<file path="src/rtl/lasso_monitor.sv">
module lasso_monitor #(
  parameter int K = 4,
  parameter int L = 2,
  parameter int F = 2
) (
  input  logic         clk,
  input  logic         rst,
  input  logic [K-1:0] state_i,
  input  logic         save_i,
  input  logic [L-1:0] live_i,
  input  logic [F-1:0] fair_i,
  output logic         violation_o
);

  logic         armed_q;
  logic [K-1:0] shadow_q;
  logic [L-1:0] live_q;
  logic [F-1:0] fair_q;
  logic         open_win;
  logic         loop_hit;

  assign open_win = save_i | armed_q;
  assign loop_hit = armed_q & (&(state_i ~^ shadow_q));

  always_ff @(posedge clk) begin
    if (rst) begin
      armed_q  <= 1'b0;
      shadow_q <= '0;
    end else begin
      armed_q <= open_win;
      if (save_i) shadow_q <= state_i;
    end
  end

  always_ff @(posedge clk) begin
    if (rst) begin
      live_q <= '0;
      fair_q <= '0;
    end else begin
      live_q <= (save_i ? '0 : live_q) | (live_i & {L{open_win}});
      fair_q <= (save_i ? '0 : fair_q) | (fair_i & {F{open_win}});
    end
  end

  assign violation_o = loop_hit & (&fair_q) & ~(&live_q);

endmodule


</file>
<file path="config.mk">
export PLATFORM = sky130hd
export DESIGN_NAME = lasso_monitor
export DESIGN_NICKNAME = d
export VERILOG_FILES = /design/src/rtl/lasso_monitor.sv
export SDC_FILE = /design/constraint.sdc
export NUM_CORES = 1
export LEC_CHECK = 0
export ABC_AREA = 1
export BUFFER_PORTS_ARGS = -buffer_cell sky130_fd_sc_hd__buf_2
export CAP_MARGIN = 20
export CORE_MARGIN = 8
export CORE_UTILIZATION = 30
export CTS_BUF_LIST = sky130_fd_sc_hd__clkbuf_8
export DETAILED_ROUTE_END_ITERATION = 6
export GPL_TIMING_DRIVEN = 0
export PLACE_DENSITY_LB_ADDON = 0.25
export RECOVER_POWER = 25
export SLEW_MARGIN = 0
export SYNTH_ARGS = -nofsm -noshare
export SYNTH_HDL_FRONTEND = slang
export SYNTH_SLANG_ARGS = --single-unit
</file>
<file path="constraint.sdc">
create_clock -name clk -period 0.9 [get_ports clk]
set_input_delay 0.09 -clock clk [delete_from_list [all_inputs] [get_ports clk]]
set_output_delay 0.09 -clock clk [all_outputs]
set_load 0.05 [all_outputs]
</file>
==> results of run 1 <==
## kinds of logic after synthesis
kind of cell / after synthesis / share of synthesized area (%)
flip-flops: 9 / 45.7
buffers and inverters: 9 / 8.57
AO/OA/AOI/OAI: 11 / 14.0
AND/OR/NAND/NOR: 29 / 29.5
XOR/XNOR: 1 / 2.22
## worst register-to-register path, stage by stage (launching register included)
cell and delay, ns:
sky130_fd_sc_hd__dfxtp_1 0.29, sky130_fd_sc_hd__inv_1 0.10, sky130_fd_sc_hd__nand2_4 0.08, sky130_fd_sc_hd__nand2_1 0.06, sky130_fd_sc_hd__a21oi_1 0.05
## final cells by class
| type | instances | share of cell area, % |
|---|---|---|
| Timing Repair Buffer | 11 | 11.6 |
| Multi-Input combinational cell | 41 | 35.5 |
| Sequential cell | 9 | 34.5 |
| Clock inverter | 1 | 0.709 |
| Clock buffer | 3 | 7.80 |
| Inverter | 9 | 6.38 |
| Tap cell | 15 | 3.55 |
## stage by stage
step	instances	worst slack, ns
2_1_floorplan	59	-0.0583
3_3_place_gp	85	-0.163
3_5_place_dp	85	-0.169
4_1_cts	89	-0.307
5_1_grt	89	-0.369
6_report	89	-0.300
## cell usage after synthesis
| library cell | instances | share of area [%] |
|---|---|---|
| sky130_fd_sc_hd__dfxtp_1 | 9 | 46 |
| sky130_fd_sc_hd__o21ai_0 | 4 | 5.1 |
| sky130_fd_sc_hd__nand2_1 | 21 | 20 |
| sky130_fd_sc_hd__nor2_1 | 7 | 6.7 |
| sky130_fd_sc_hd__a21oi_1 | 7 | 8.9 |
| sky130_fd_sc_hd__xnor2_1 | 1 | 2.2 |
| sky130_fd_sc_hd__inv_2 | 1 | 0.95 |
| sky130_fd_sc_hd__nand2_4 | 1 | 2.9 |
| sky130_fd_sc_hd__inv_1 | 8 | 7.6 |
## sequential cells by signal (all words and copies together) (netlist names)
signal and flops:
shadow_q 4, fair_q 2, live_q 2, armed_q 1
## worst paths after layout
| kind | start | to | slack [ns] |
|---|---|---|---|
| max | shadow_q[1]$_SDFFE_PP0P_ | violation_o | -0.30 |
| min | rst | fair_q[0]$_SDFF_PP0_ | 0.07 |
| max reg2reg | armed_q$_SDFF_PP0_ | live_q[1]$_SDFF_PP0_ | 0.22 |
| min reg2reg | live_q[0]$_SDFF_PP0_ | live_q[0]$_SDFF_PP0_ | 0.46 |
## power breakdown
| group | switching (mW) | total, mW | internal, mW |
|---|---|---|---|
| combinational | 0.0606 | 0.108 | 0.0479 |
| clock | 0.158 | 0.455 | 0.297 |
| sequential | 0.0143 | 0.444 | 0.430 |
| total | 0.233 | 1.01 | 0.774 |
## cells in the final DEF (no fill, tap or decap)
cell / n
sky130_fd_sc_hd__nand2_1: 21
sky130_fd_sc_hd__buf_2: 10
sky130_fd_sc_hd__inv_1: 9
sky130_fd_sc_hd__a21oi_1: 7
sky130_fd_sc_hd__dfxtp_1: 7
sky130_fd_sc_hd__nor2_1: 6
sky130_fd_sc_hd__o21ai_0: 4
sky130_fd_sc_hd__clkbuf_8: 3
sky130_fd_sc_hd__dfxtp_2: 2
sky130_fd_sc_hd__xnor2_1: 1
sky130_fd_sc_hd__nor2_4: 1
sky130_fd_sc_hd__inv_2: 1
sky130_fd_sc_hd__nand2_4: 1
sky130_fd_sc_hd__buf_6: 1
## metal layers
layer	global-route usage, %	vias to the layer above	share of wire, %
met2	8.20	13	37
met5	0	-	0
met4	7.76	0	4.3
met1	6.96	158	47
met3	3.98	4	11
li1	-	210	-
## timing repair
| item | CTS | global route |
|---|---|---|
| pin swaps | 0 | 1 |
| endpoints found under the setup margin | 1 | 1 |
| cloned | 0 | 0 |
| setup buffers | 0 | 0 |
| resized for setup | 4 | 0 |
==> impl_metrics.json, run 1 <==
{
  "status": "finished with violations",
  "failed_checks": "setup timing",
  "setup.worst_path.class": "register to output pin",
  "post_synth_instance_area_um2": 394,
  "postSynthAreaPerCell_um2": 6.68,
  "max_clock_freq_ghz": 0.833,
  "setup-violations-final": 1,
  "hold_wc_path_type": "primary input to register",
  "route.final.wire_length_um": 793,
  "ys_seq_elements": 9,
  "timing.critical_path.fanout_max": 3,
  "rr_worst_depth": 4,
  "crit_path_cell_trace": "inv_1 > nand2_1 > nand2_1 > nor2_1 > nand2_1 > nor2_4 > buf_6",
  "critical_path.most_common_cell": "sky130_fd_sc_hd__nand2_1",
  "fillerInstances": 145,
  "largest_net_degree_at_the_start_of_global_routing": 9,
  "timing.final.ws_setup_ns": -0.300,
  "worstPathArrival_ns": 1.11,
  "timing.final.hold_violations": 0,
  "critical_path.startpoint_type": "register",
  "endpoint_kind": "output pin",
  "syn_nets": 70,
  "hold_depth": 2,
  "grt_setup_unrepaired": "yes",
  "number_of_antenna_violations_at_the_first_check_in_global_routing": 0,
  "areaGrowthSynthToFinish_pct": 34.3,
  "die_w_um": 52.2,
  "area_occupied_by_multi_input_gates_um2": 188,
  "via_per_inst": 4.33,
  "grt-ovfl-total": 0,
  "synth.lib_cells_used.distinct": 9,
  "clock_tree_from_tritoncts": "yes",
  "post_drt_wl_per_cell_um": 8.91,
  "post_route_cells_drive_above_1_share_pct": 25.7,
  "synth_seq_area_share_pct": 45.7,
  "core_area_um2": 1270,
  "place_congestion": 0.676,
  "timing.max_cap.violations": 0,
  "detail_route.first_pass.iterations": 3,
  "ff_latch_area_um2": 183,
  "tightest_slew_ns": 0.162,
  "clk_pin_slew_ns": 0.05,
  "worst_ir_drop_vdd_uv": 881,
  "crit_family": "simple AND/OR/NAND/NOR gates",
  "cp_slowest_cell": "sky130_fd_sc_hd__dfxtp_2",
  "track_usage_pct": 6.63,
  "initial_utilization_pct": 31.1,
  "placed_area_um2": 475,
  "h-tree-depth": 1,
  "grt_first_pass_wirelength_um": 1250,
  "timing.hold.ws_ns": 0.0709,
  "timing.slew.headroom_pct": 89.1,
  "drt_iter0_drc": 6,
  "timing.critical_path.buf_inv": 2,
  "finalCritPeriodShare_pct": 133,
  "design_power_total_mw": 1.01,
  "cp_data_required_time_ns": 0.81,
  "fin_util_pct": 41.7,
  "finClkSkew_ns": 0.00169,
  "syn-instance-count": 59,
  "dp.final_hpwl_um": 619,
  "worst_path_largest_cell_delay_ns": 0.33,
  "die-height_um": 52.2,
  "tritoncts_num_sinks": 9,
  "drtAntennaViolNets": 0,
  "numCtsBuffers": 3,
  "portBuffers": 11,
  "cts_hold_buffers": 0,
  "detailroute.via_count": 385,
  "finalMaxSlewViolations": 0,
  "timing.final.crit_period_ns": 1.20,
  "detail_route.drc_violations": 0,
  "nNetsFinal": 86,
  "site_rows": 13,
  "power-per-cell-area_nw_per_um2": 1900,
  "synth_warnings": 0,
  "timing.setup.tns_ns": -0.300,
  "leakage_nw": 0.271,
  "post_route_cell_area_um2": 529,
  "critical_path_depth": 7,
  "number_of_global_route_vias_before_repair": 321,
  "n_antenna_cell": 0,
  "ctsLongestPathBuffers": 2,
  "clock_latency_ns": 0.23,
  "die-area_um2": 2730,
  "top_level_ports": 12,
  "clock_tree.root_cell": "sky130_fd_sc_hd__clkbuf_8"
}
Note: power is estimated with default switching activity, not from simulation.
==> run 2, diff against run 1 <==
--- a/config.mk
+++ b/config.mk
@@ -8,6 +8,8 @@
 export ABC_AREA = 1
 export BUFFER_PORTS_ARGS = -buffer_cell sky130_fd_sc_hd__buf_2
 export CAP_MARGIN = 20
+export CELL_PAD_IN_SITES_DETAIL_PLACEMENT = 1
+export CELL_PAD_IN_SITES_GLOBAL_PLACEMENT = 1
 export CORE_MARGIN = 8
 export CORE_UTILIZATION = 30
 export CTS_BUF_LIST = sky130_fd_sc_hd__clkbuf_8
==> run 2 against run 1 <==
  * The run still ends with setup timing left
  * Clock power grew 0.9%
  * First-iteration DRC count up 100%
  * Setup slack lost 0.051 ns
  * Hold slack improved by 0.012 ns
  * Register-to-register slack is essentially flat
  * Die area did not move
  * Critical path depth unchanged
  * Critical endpoint unchanged
  * Total power increased by 1.2%
  * Sequential share of layout area shrank 0.40 points
  * Wire length up 22%
  * Largest cell class unchanged
==> impl_metrics.json, run 2 (synthesis gave the netlist of run 1 again) <==
{
  "detail_route.wirelength.met1_um": 419,
  "core_area_um2": 1270,
  "final_cells": 89,
  "ctsLongestPathBuffers": 2,
  "nNetsFinal": 86,
  "detail_route.drc_violations": 0,
  "worstPathArrival_ns": 1.16,
  "cts_hold_buffers": 0,
  "post_drt_wl_per_cell_um": 10.9,
  "leakage_nw": 0.272,
  "hold_wc_path_type": "primary input to register",
  "met3RoutedLength_um": 49,
  "fillerInstances": 170,
  "cp_data_required_time_ns": 0.81,
  "timing.final.crit_period_ns": 1.25,
  "timing.final.hold_violations": 0,
  "pre_cts_ws_ns": -0.204,
  "critical_path.startpoint_type": "register",
  "r2r_setup_slack_ns": 0.22,
  "placedCellCount": 85,
  "dp.final_hpwl_um": 718,
  "cts_setup_buffers": 0,
  "commonest_cells_after_routing_fill_and_taps_aside": "sky130_fd_sc_hd__nand2_1 (20), sky130_fd_sc_hd__buf_2 (10), sky130_fd_sc_hd__inv_1 (8)",
  "worst_ir_drop_vdd_uv": 1250,
  "flip_flop_count_of_the_largest_register_all_copies_and_words_added": 4,
  "grt_first_pass_wirelength_um": 1680,
  "track_usage_pct": 8.11,
  "top_level_ports": 12,
  "n_antenna_cell": 0,
  "finClkSkew_ns": 0.00247,
  "die_w_um": 52.2,
  "detail_route.first_pass.iterations": 2,
  "drtAntennaViolNets": 0,
  "setup-violations-final": 1,
  "design_power_total_mw": 1.02,
  "clock_tree.root_cell": "sky130_fd_sc_hd__clkbuf_8",
  "wl_met2_um": 477,
  "drt_iter0_drc": 12,
  "failed_checks": "setup timing",
  "reg2reg_to": "live_q[0]$_SDFF_PP0_",
  "grt_setup_unrepaired": "yes",
  "timing.hold.ws_ns": 0.0833,
  "clock_tree_from_tritoncts": "yes",
  "tritoncts_num_sinks": 9,
  "finalCritPeriodShare_pct": 139,
  "timing.critical_path.fanout_max": 3,
  "h-tree-depth": 1,
  "fin_util_pct": 42.2,
  "number_of_global_route_vias_before_repair": 400,
  "critical_path.reg2reg.startpoint": "armed_q$_SDFF_PP0_",
  "place_congestion": 0.679,
  "portBuffers": 11,
  "clock_latency_ns": 0.23,
  "via_per_inst": 4.58,
  "timing.max_cap.violations": 0,
  "largest_register_by_flop_count": "shadow_q",
  "post_route_cells_drive_above_1_share_pct": 28.4,
  "status": "finished with violations",
  "rr_worst_depth": 4,
  "setup.worst_path.class": "register to output pin",
  "power-per-cell-area_nw_per_um2": 1900,
  "max_clock_freq_ghz": 0.799,
  "numCtsBuffers": 3,
  "largest_net_degree_at_the_start_of_global_routing": 9,
  "min-delay-start": "rst",
  "reg_top3": "shadow_q (4), fair_q (2), live_q (2)",
  "endpoint_kind": "output pin",
  "timing.slew.headroom_pct": 88.2,
  "areaGrowthSynthToFinish_pct": 35.9,
  "finalMaxSlewViolations": 0,
  "initial_utilization_pct": 31.1,
  "site_rows": 13,
  "die-height_um": 52.2,
  "grt-ovfl-total": 0,
  "route.final.wire_length_um": 967,
  "die-area_um2": 2730,
  "timing.hold.worst_endpoint": "fair_q[0]$_SDFF_PP0_",
  "dr.max_layer_used": "met4",
  "clk_pin_slew_ns": 0.05,
  "detailroute.via_count": 408,
  "timing.final.ws_setup_ns": -0.351,
  "hold_depth": 2,
  "most_frequent_standard_cell_in_the_layout_excluding_fill_and_tap_cells": "sky130_fd_sc_hd__nand2_1",
  "number_of_antenna_violations_at_the_first_check_in_global_routing": 0,
  "tightest_slew_ns": 0.175
}
run 2: layout make-up:
| cell class | count | area (µm²) | area share, % |
|---|---|---|---|
| multi-input combinational | 41 | 190 | 35.5 |
| sequential | 9 | 183 | 34.1 |
| timing repair buffer | 11 | 65.1 | 12.1 |
| clock buffer | 3 | 41.3 | 7.71 |
| inverter | 9 | 33.8 | 6.31 |
| tap | 15 | 18.8 | 3.50 |
| clock inverter | 1 | 3.75 | 0.701 |
run 2: report_power, final:
part / switching, mW / internal (mW)
Clock: 0.162 / 0.297
Sequential: 0.0163 / 0.429
Combinational: 0.0661 / 0.0487
Total: 0.244 / 0.775
run 2: stage by stage:
step	cell area [µm²]	TNS, ns
floorplan	402	-0.0583
global placement	475	-0.164
detailed placement	475	-0.204
CTS	533	-0.336
global route	536	-0.413
finish	536	-0.351
run 2: routing by layer:
metal  vias to the layer above  global-route usage, %
li1                        210                      -
met1                       185                   8.25
met2                         9                   13.6
met3                         4                   3.98
met4                         0                   3.88
met5                         -                      0
run 2: worst max path at each step:
stage / startpoint / end / depth (start not counted)
CTS: shadow_q[2]$_SDFFE_PP0P_ / violation_o / 7
detailed placement: shadow_q[2]$_SDFFE_PP0P_ / violation_o / 7
global placement: shadow_q[2]$_SDFFE_PP0P_ / violation_o / 7
global route: shadow_q[1]$_SDFFE_PP0P_ / violation_o / 7
floorplan: shadow_q[2]$_SDFFE_PP0P_ / violation_o / 6
finish: shadow_q[1]$_SDFFE_PP0P_ / violation_o / 7
run 2: what timing repair did:
item	in CTS	in global routing
pin swaps	0	3
resized for setup	6	1
setup endpoints to repair	1	1
run 2: critical path: stages, from the launching register on:
cell                      delay [ns]
sky130_fd_sc_hd__dfxtp_2        0.33
sky130_fd_sc_hd__inv_1          0.04
sky130_fd_sc_hd__nand2_1        0.05
sky130_fd_sc_hd__nand2_1        0.04
sky130_fd_sc_hd__nor2_1         0.10
sky130_fd_sc_hd__nand2_1        0.10
sky130_fd_sc_hd__nor2_4         0.13
sky130_fd_sc_hd__buf_8          0.15
